<file path="src/rtl/fwcfg_pkg.sv">
package fwcfg_pkg;

    localparam int DATA_W  = 32;
    localparam int IDX_W   = 4;
    localparam int NUM_SEG = 3;

    localparam logic [IDX_W-1:0] IDX_CTRL   = 4'd6;
    localparam logic [IDX_W-1:0] IDX_ENABLE = 4'd7;
    localparam logic [IDX_W-1:0] IDX_LAST   = 4'd7;

    typedef enum logic [1:0] {
        MON_IDLE  = 2'b00,
        MON_CLOSE = 2'b01,
        MON_OPEN  = 2'b10
    } mon_state_e;

    typedef struct packed {
        logic [DATA_W-1:0] base;
        logic [DATA_W-1:0] size;
    } seg_cfg_t;

    typedef struct packed {
        logic vexec;
        logic vshared;
        logic prearm;
    } ctrl_t;

    typedef struct packed {
        logic              valid;
        logic              write;
        logic [IDX_W-1:0]  idx;
        logic [DATA_W-1:0] wdata;
    } bus_req_t;

    function automatic logic [DATA_W-1:0] align_down(input logic [DATA_W-1:0] v,
                                                     input int unsigned bits);
        logic [DATA_W-1:0] one;
        one = 1;
        return v & ~((one << bits) - one);
    endfunction

endpackage

</file>
<file path="src/rtl/fwcfg_seg_reg.sv">
module fwcfg_seg_reg
    import fwcfg_pkg::*;
#(
    parameter int unsigned GRAN_BITS = 8
) (
    input  logic              clk,
    input  logic              rst,
    input  logic              lock,
    input  logic              wr_base,
    input  logic              wr_size,
    input  logic [DATA_W-1:0] wdata,
    output seg_cfg_t          cfg
);

    logic [DATA_W-1:0] aligned;
    assign aligned = align_down(wdata, GRAN_BITS);

    always_ff @(posedge clk) begin
        if (rst) begin
            cfg <= '0;
        end else if (!lock) begin
            if (wr_base) cfg.base <= aligned;
            if (wr_size) cfg.size <= aligned;
        end
    end

endmodule

</file>
<file path="src/rtl/fwcfg_ctrl.sv">
module fwcfg_ctrl
    import fwcfg_pkg::*;
(
    input  logic       clk,
    input  logic       rst,
    input  logic       ctrl_acc,
    input  logic       ctrl_wr,
    input  ctrl_t      ctrl_wdata,
    input  logic       en_wr,
    input  logic       en_bit,
    input  logic [1:0] mon_state,
    input  logic       nvd_empty,
    output ctrl_t      ctrl,
    output logic       guard_on,
    output logic       ctrl_ok,
    output logic       reset_req
);

    assign ctrl_ok = (mon_state != MON_CLOSE) || nvd_empty;

    always_ff @(posedge clk) begin
        if (rst) begin
            ctrl      <= '0;
            guard_on  <= 1'b0;
            reset_req <= 1'b0;
        end else begin
            if (en_wr && en_bit) guard_on <= 1'b1;
            if (ctrl_acc && ctrl_wr && ctrl_ok) begin
                ctrl.prearm <= ctrl_wdata.prearm;
                if (!guard_on) begin
                    ctrl.vshared <= ctrl_wdata.vshared;
                    ctrl.vexec   <= ctrl_wdata.vexec;
                end
            end
            reset_req <= ctrl_acc && !ctrl_ok;
        end
    end

endmodule

</file>
<file path="src/rtl/fwcfg_regs.sv">
module fwcfg_regs
    import fwcfg_pkg::*;
#(
    parameter int unsigned CODE_GRAN = 8,
    parameter int unsigned NVD_GRAN  = 8,
    parameter int unsigned VOL_GRAN  = 6
) (
    input  logic              clk,
    input  logic              rst,
    input  logic              bus_valid,
    input  logic              bus_write,
    input  logic [IDX_W-1:0]  bus_word,
    input  logic [DATA_W-1:0] bus_wdata,
    output logic [DATA_W-1:0] bus_rdata,
    input  logic [1:0]        mon_state,
    output logic [DATA_W-1:0] code_base,
    output logic [DATA_W-1:0] code_size,
    output logic [DATA_W-1:0] nvd_base,
    output logic [DATA_W-1:0] nvd_size,
    output logic [DATA_W-1:0] vol_base,
    output logic [DATA_W-1:0] vol_size,
    output logic              vol_shared,
    output logic              vol_exec,
    output logic              prearm,
    output logic              guard_on,
    output logic              reset_req
);

    localparam int unsigned SEG_GRAN [NUM_SEG] = '{CODE_GRAN, NVD_GRAN, VOL_GRAN};

    bus_req_t req;
    seg_cfg_t seg [NUM_SEG];
    ctrl_t    ctrl;
    logic     ctrl_ok;
    logic [DATA_W-1:0] rd_val;

    assign req = '{valid: bus_valid, write: bus_write, idx: bus_word, wdata: bus_wdata};

    for (genvar s = 0; s < NUM_SEG; s++) begin : g_seg
        fwcfg_seg_reg #(.GRAN_BITS(SEG_GRAN[s])) u_seg (
            .clk    (clk),
            .rst    (rst),
            .lock   (guard_on),
            .wr_base(req.valid && req.write && req.idx == IDX_W'(2*s)),
            .wr_size(req.valid && req.write && req.idx == IDX_W'(2*s+1)),
            .wdata  (req.wdata),
            .cfg    (seg[s])
        );
    end

    fwcfg_ctrl u_ctrl (
        .clk       (clk),
        .rst       (rst),
        .ctrl_acc  (req.valid && req.idx == IDX_CTRL),
        .ctrl_wr   (req.write),
        .ctrl_wdata(ctrl_t'(req.wdata[2:0])),
        .en_wr     (req.valid && req.write && req.idx == IDX_ENABLE),
        .en_bit    (req.wdata[0]),
        .mon_state (mon_state),
        .nvd_empty (seg[1].size == '0),
        .ctrl      (ctrl),
        .guard_on  (guard_on),
        .ctrl_ok   (ctrl_ok),
        .reset_req (reset_req)
    );

    always_comb begin
        rd_val = '0;
        if (req.idx < IDX_W'(2*NUM_SEG)) begin
            for (int s = 0; s < NUM_SEG; s++) begin
                if (req.idx == IDX_W'(2*s))   rd_val = seg[s].base;
                if (req.idx == IDX_W'(2*s+1)) rd_val = seg[s].size;
            end
        end else if (req.idx == IDX_CTRL) begin
            rd_val = ctrl_ok ? DATA_W'(ctrl) : '0;
        end else if (req.idx == IDX_ENABLE) begin
            rd_val = DATA_W'(guard_on);
        end
    end

    always_ff @(posedge clk) begin
        if (rst) bus_rdata <= '0;
        else     bus_rdata <= (req.valid && !req.write) ? rd_val : '0;
    end

    assign code_base  = seg[0].base;
    assign code_size  = seg[0].size;
    assign nvd_base   = seg[1].base;
    assign nvd_size   = seg[1].size;
    assign vol_base   = seg[2].base;
    assign vol_size   = seg[2].size;
    assign vol_shared = ctrl.vshared;
    assign vol_exec   = ctrl.vexec;
    assign prearm     = ctrl.prearm;

endmodule

</file>
<file path="config.mk">
export PLATFORM = sky130hd
export DESIGN_NAME = fwcfg_regs
export DESIGN_NICKNAME = d
export VERILOG_FILES = /design/src/rtl/fwcfg_pkg.sv /design/src/rtl/fwcfg_seg_reg.sv /design/src/rtl/fwcfg_ctrl.sv /design/src/rtl/fwcfg_regs.sv
export SDC_FILE = /design/constraint.sdc
export NUM_CORES = 1
export LEC_CHECK = 0
export ABC_AREA = 1
export BUFFER_PORTS_ARGS = -buffer_cell sky130_fd_sc_hd__buf_2
export CAP_MARGIN = 10
export CORE_ASPECT_RATIO = 1.75
export CORE_MARGIN = 5
export CORE_UTILIZATION = 50
export DETAILED_ROUTE_END_ITERATION = 16
export GPL_TIMING_DRIVEN = 0
export PLACE_DENSITY_LB_ADDON = 0.2
export SKIP_CTS_REPAIR_TIMING = 1
export SLEW_MARGIN = 40
export SYNTH_ARGS = -nofsm -noshare
export SYNTH_HDL_FRONTEND = slang
export SYNTH_SLANG_ARGS = --single-unit
</file>
<file path="constraint.sdc">
create_clock -name clk -period 3.15 [get_ports clk]
set_input_delay 0.315 -clock clk [delete_from_list [all_inputs] [get_ports clk]]
set_output_delay 0.315 -clock clk [all_outputs]
set_load 0.05 [all_outputs]
</file>
==> results.json <==
{
  "status": "complete, no violations",
  "routabilityCongestion": 0.908,
  "nets": 1353,
  "antenna_found_initial": 2,
  "synth.distinct_cells": 31,
  "first_iter_violations": 580,
  "grt_pass1_vias": 7801,
  "fin_util": 0.639,
  "criticalPathCategory": "primary input to register",
  "drc_errors": 0,
  "irDropWorstVdd_mv": 0.471,
  "rsz0062_at_grt": "false",
  "grtUsageTotal": 0.300,
  "start_util": 0.502,
  "relSlewSlack": 0.555,
  "clk_pin_slew_worst_paths_ps": 70,
  "cp-end-kind": "register",
  "grt_max_degree": 18,
  "synth_top_area_cell": "dfxtp_1",
  "row_count": 60,
  "synthTopCellsByArea": "dfxtp_1 (48%), nor2_1 (14%), o21ai_0 (12%)",
  "crit_path_top_delay_cell": "clkbuf_1",
  "cp.required_ps": 3500,
  "slowest_delay_ps": 570,
  "final_common_cell": "nor2_1",
  "area_delta_synth_final_pct": 27.3,
  "die_area_um2": 18000,
  "setup_violations": 0,
  "period_minus_slack_ps": 1910,
  "fin_area_um2": 9740,
  "crit_fanout": 10,
  "num_io_pins": 271,
  "synth_top_area_share": 0.476,
  "syn_inst": 1026,
  "drt-vias-per-instance": 5.34,
  "critical_path.top_delay_family": "buffers and inverters",
  "max_slew.worst_pin.slew_ps": 667,
  "cts.path.max_buffers": 2,
  "grt_pass1_wl_mm": 42.6,
  "final_hold_viol_count": 0,
  "critPathBufInv": 3,
  "skew_ps": 11.7,
  "synth_area_um2": 7650,
  "max_freq_mhz": 523,
  "hpwl_mm": 20.9,
  "p_leak_uw": 0.00476,
  "core-area_um2": 15200,
  "overflow": 0,
  "cts_made_buffers": 17,
  "dpl_cell_area_um2": 9160,
  "syn_avg_cell_area_um2": 7.46,
  "start_kind": "primary input",
  "ys_warn_count": 0,
  "ant_nets": 0,
  "htree_levels": 4,
  "layout-drive-gt1-share": 0.273,
  "timing.final.crit_share": 0.607,
  "power_density_nw_per_um2": 513,
  "fin_cells": 1512,
  "setup_tns_ps": 0,
  "dieHeight_um": 174,
  "hold_class": "primary input to register",
  "wl_per_cell_um": 18.6,
  "pre_cts_slack_ps": 875,
  "routed_wl_mm": 28.1,
  "vias": 8073,
  "worstPathCellList": "buf_2, inv_1, nand3_1, nor2_1, clkbuf_1, o21ai_0, a31oi_1",
  "drv_cap": 0,
  "final_cell_mix": "nor2_1 (285), buf_2 (237), o21ai_0 (182), dfxtp_1 (182), nand2_1 (68)",
  "synth-seq-area-share": 0.476,
  "firstDrtPassIters": 8,
  "cts_tree": "done",
  "worstPathArrival_ps": 2270,
  "dp_cells": 1478,
  "die_w_um": 104,
  "cts_root_buffer": "clkbuf_16",
  "cts_sinks": 182,
  "worst_slack_ps": 1240,
  "clk-insertion-delay-late_ps": 430,
  "synth_seq_cells": 182,
  "numPortBuffers": 220,
  "slew_viol_final": 0
}
-- worst paths after layout --
kind	to	from	depth (start not counted)	slack, ps
max	bus_rdata[30]	rst	7	1240
min	u_ctrl.guard_on	rst	2	70
max reg2reg	g_seg[2].u_seg.cfg[13]	u_ctrl.guard_on	7	1330
min reg2reg	bus_rdata[2]	u_ctrl.ctrl[2]	2	450
-- sequential cells by signal (all words and copies together) (netlist names) --
signal            flops
u_ctrl.reset_req      1
u_ctrl.ctrl           3
g_seg.u_seg.cfg     148
bus_rdata            29
u_ctrl.guard_on       1
-- power by group --
group	internal [uW]	leakage (uW)	switching, uW
registers	2330	0.00147	19.7
clock network	1110	0.000289	992
logic	127	0.00301	422
-- cell families after synthesis --
kind of cell	synth area share
and+or+nand+nor	0.223
other	0.000490
DFF	0.476
buffers and inverters	0.117
AOI/OAI and AO/OA	0.184
-- routing by layer --
layer | track usage | up-vias | wire [um]
met4 | 0.207 | 0 | 2010
li1 | - | 3827 | -
met5 | 0 | - | 0
met3 | 0.0745 | 125 | 2430
met1 | 0.313 | 3619 | 9670
met2 | 0.522 | 502 | 14000
-- Yosys cell counts, drive strengths merged --
cell type,number
nand2,75
nor2,294
clkbuf,29
a21oi,40
a31oi,6
o211ai,6
o22ai,2
nand4,4
o21ai,197
conb,1
nor4,1
nand3,34
dfxtp,182
inv,60
a211oi,13
o2111ai,3
nor3,3
buf,76
-- final cells by class --
class                   instances  area [um2]
clock buffers                  20         467
fillers                      1416        5500
diodes                          2        5.00
flip-flops and latches        182        3640
clock inverters                12         109
repair buffers                220        1100
inverters                      60         228
well taps                     186         233
multi-input cells             725        3280
plain buffers                 105         668
-- per-stage QoR --
stage | power (uW) | hold WS (ps)
after floorplan | 2780 | 387
after global placement | 2930 | 439
after detailed placement | 2940 | 441
after CTS | 4990 | 58.4
after global routing | 5130 | 65.2
final | 4990 | 73.4
Note: power is estimated with default switching activity, not from simulation.
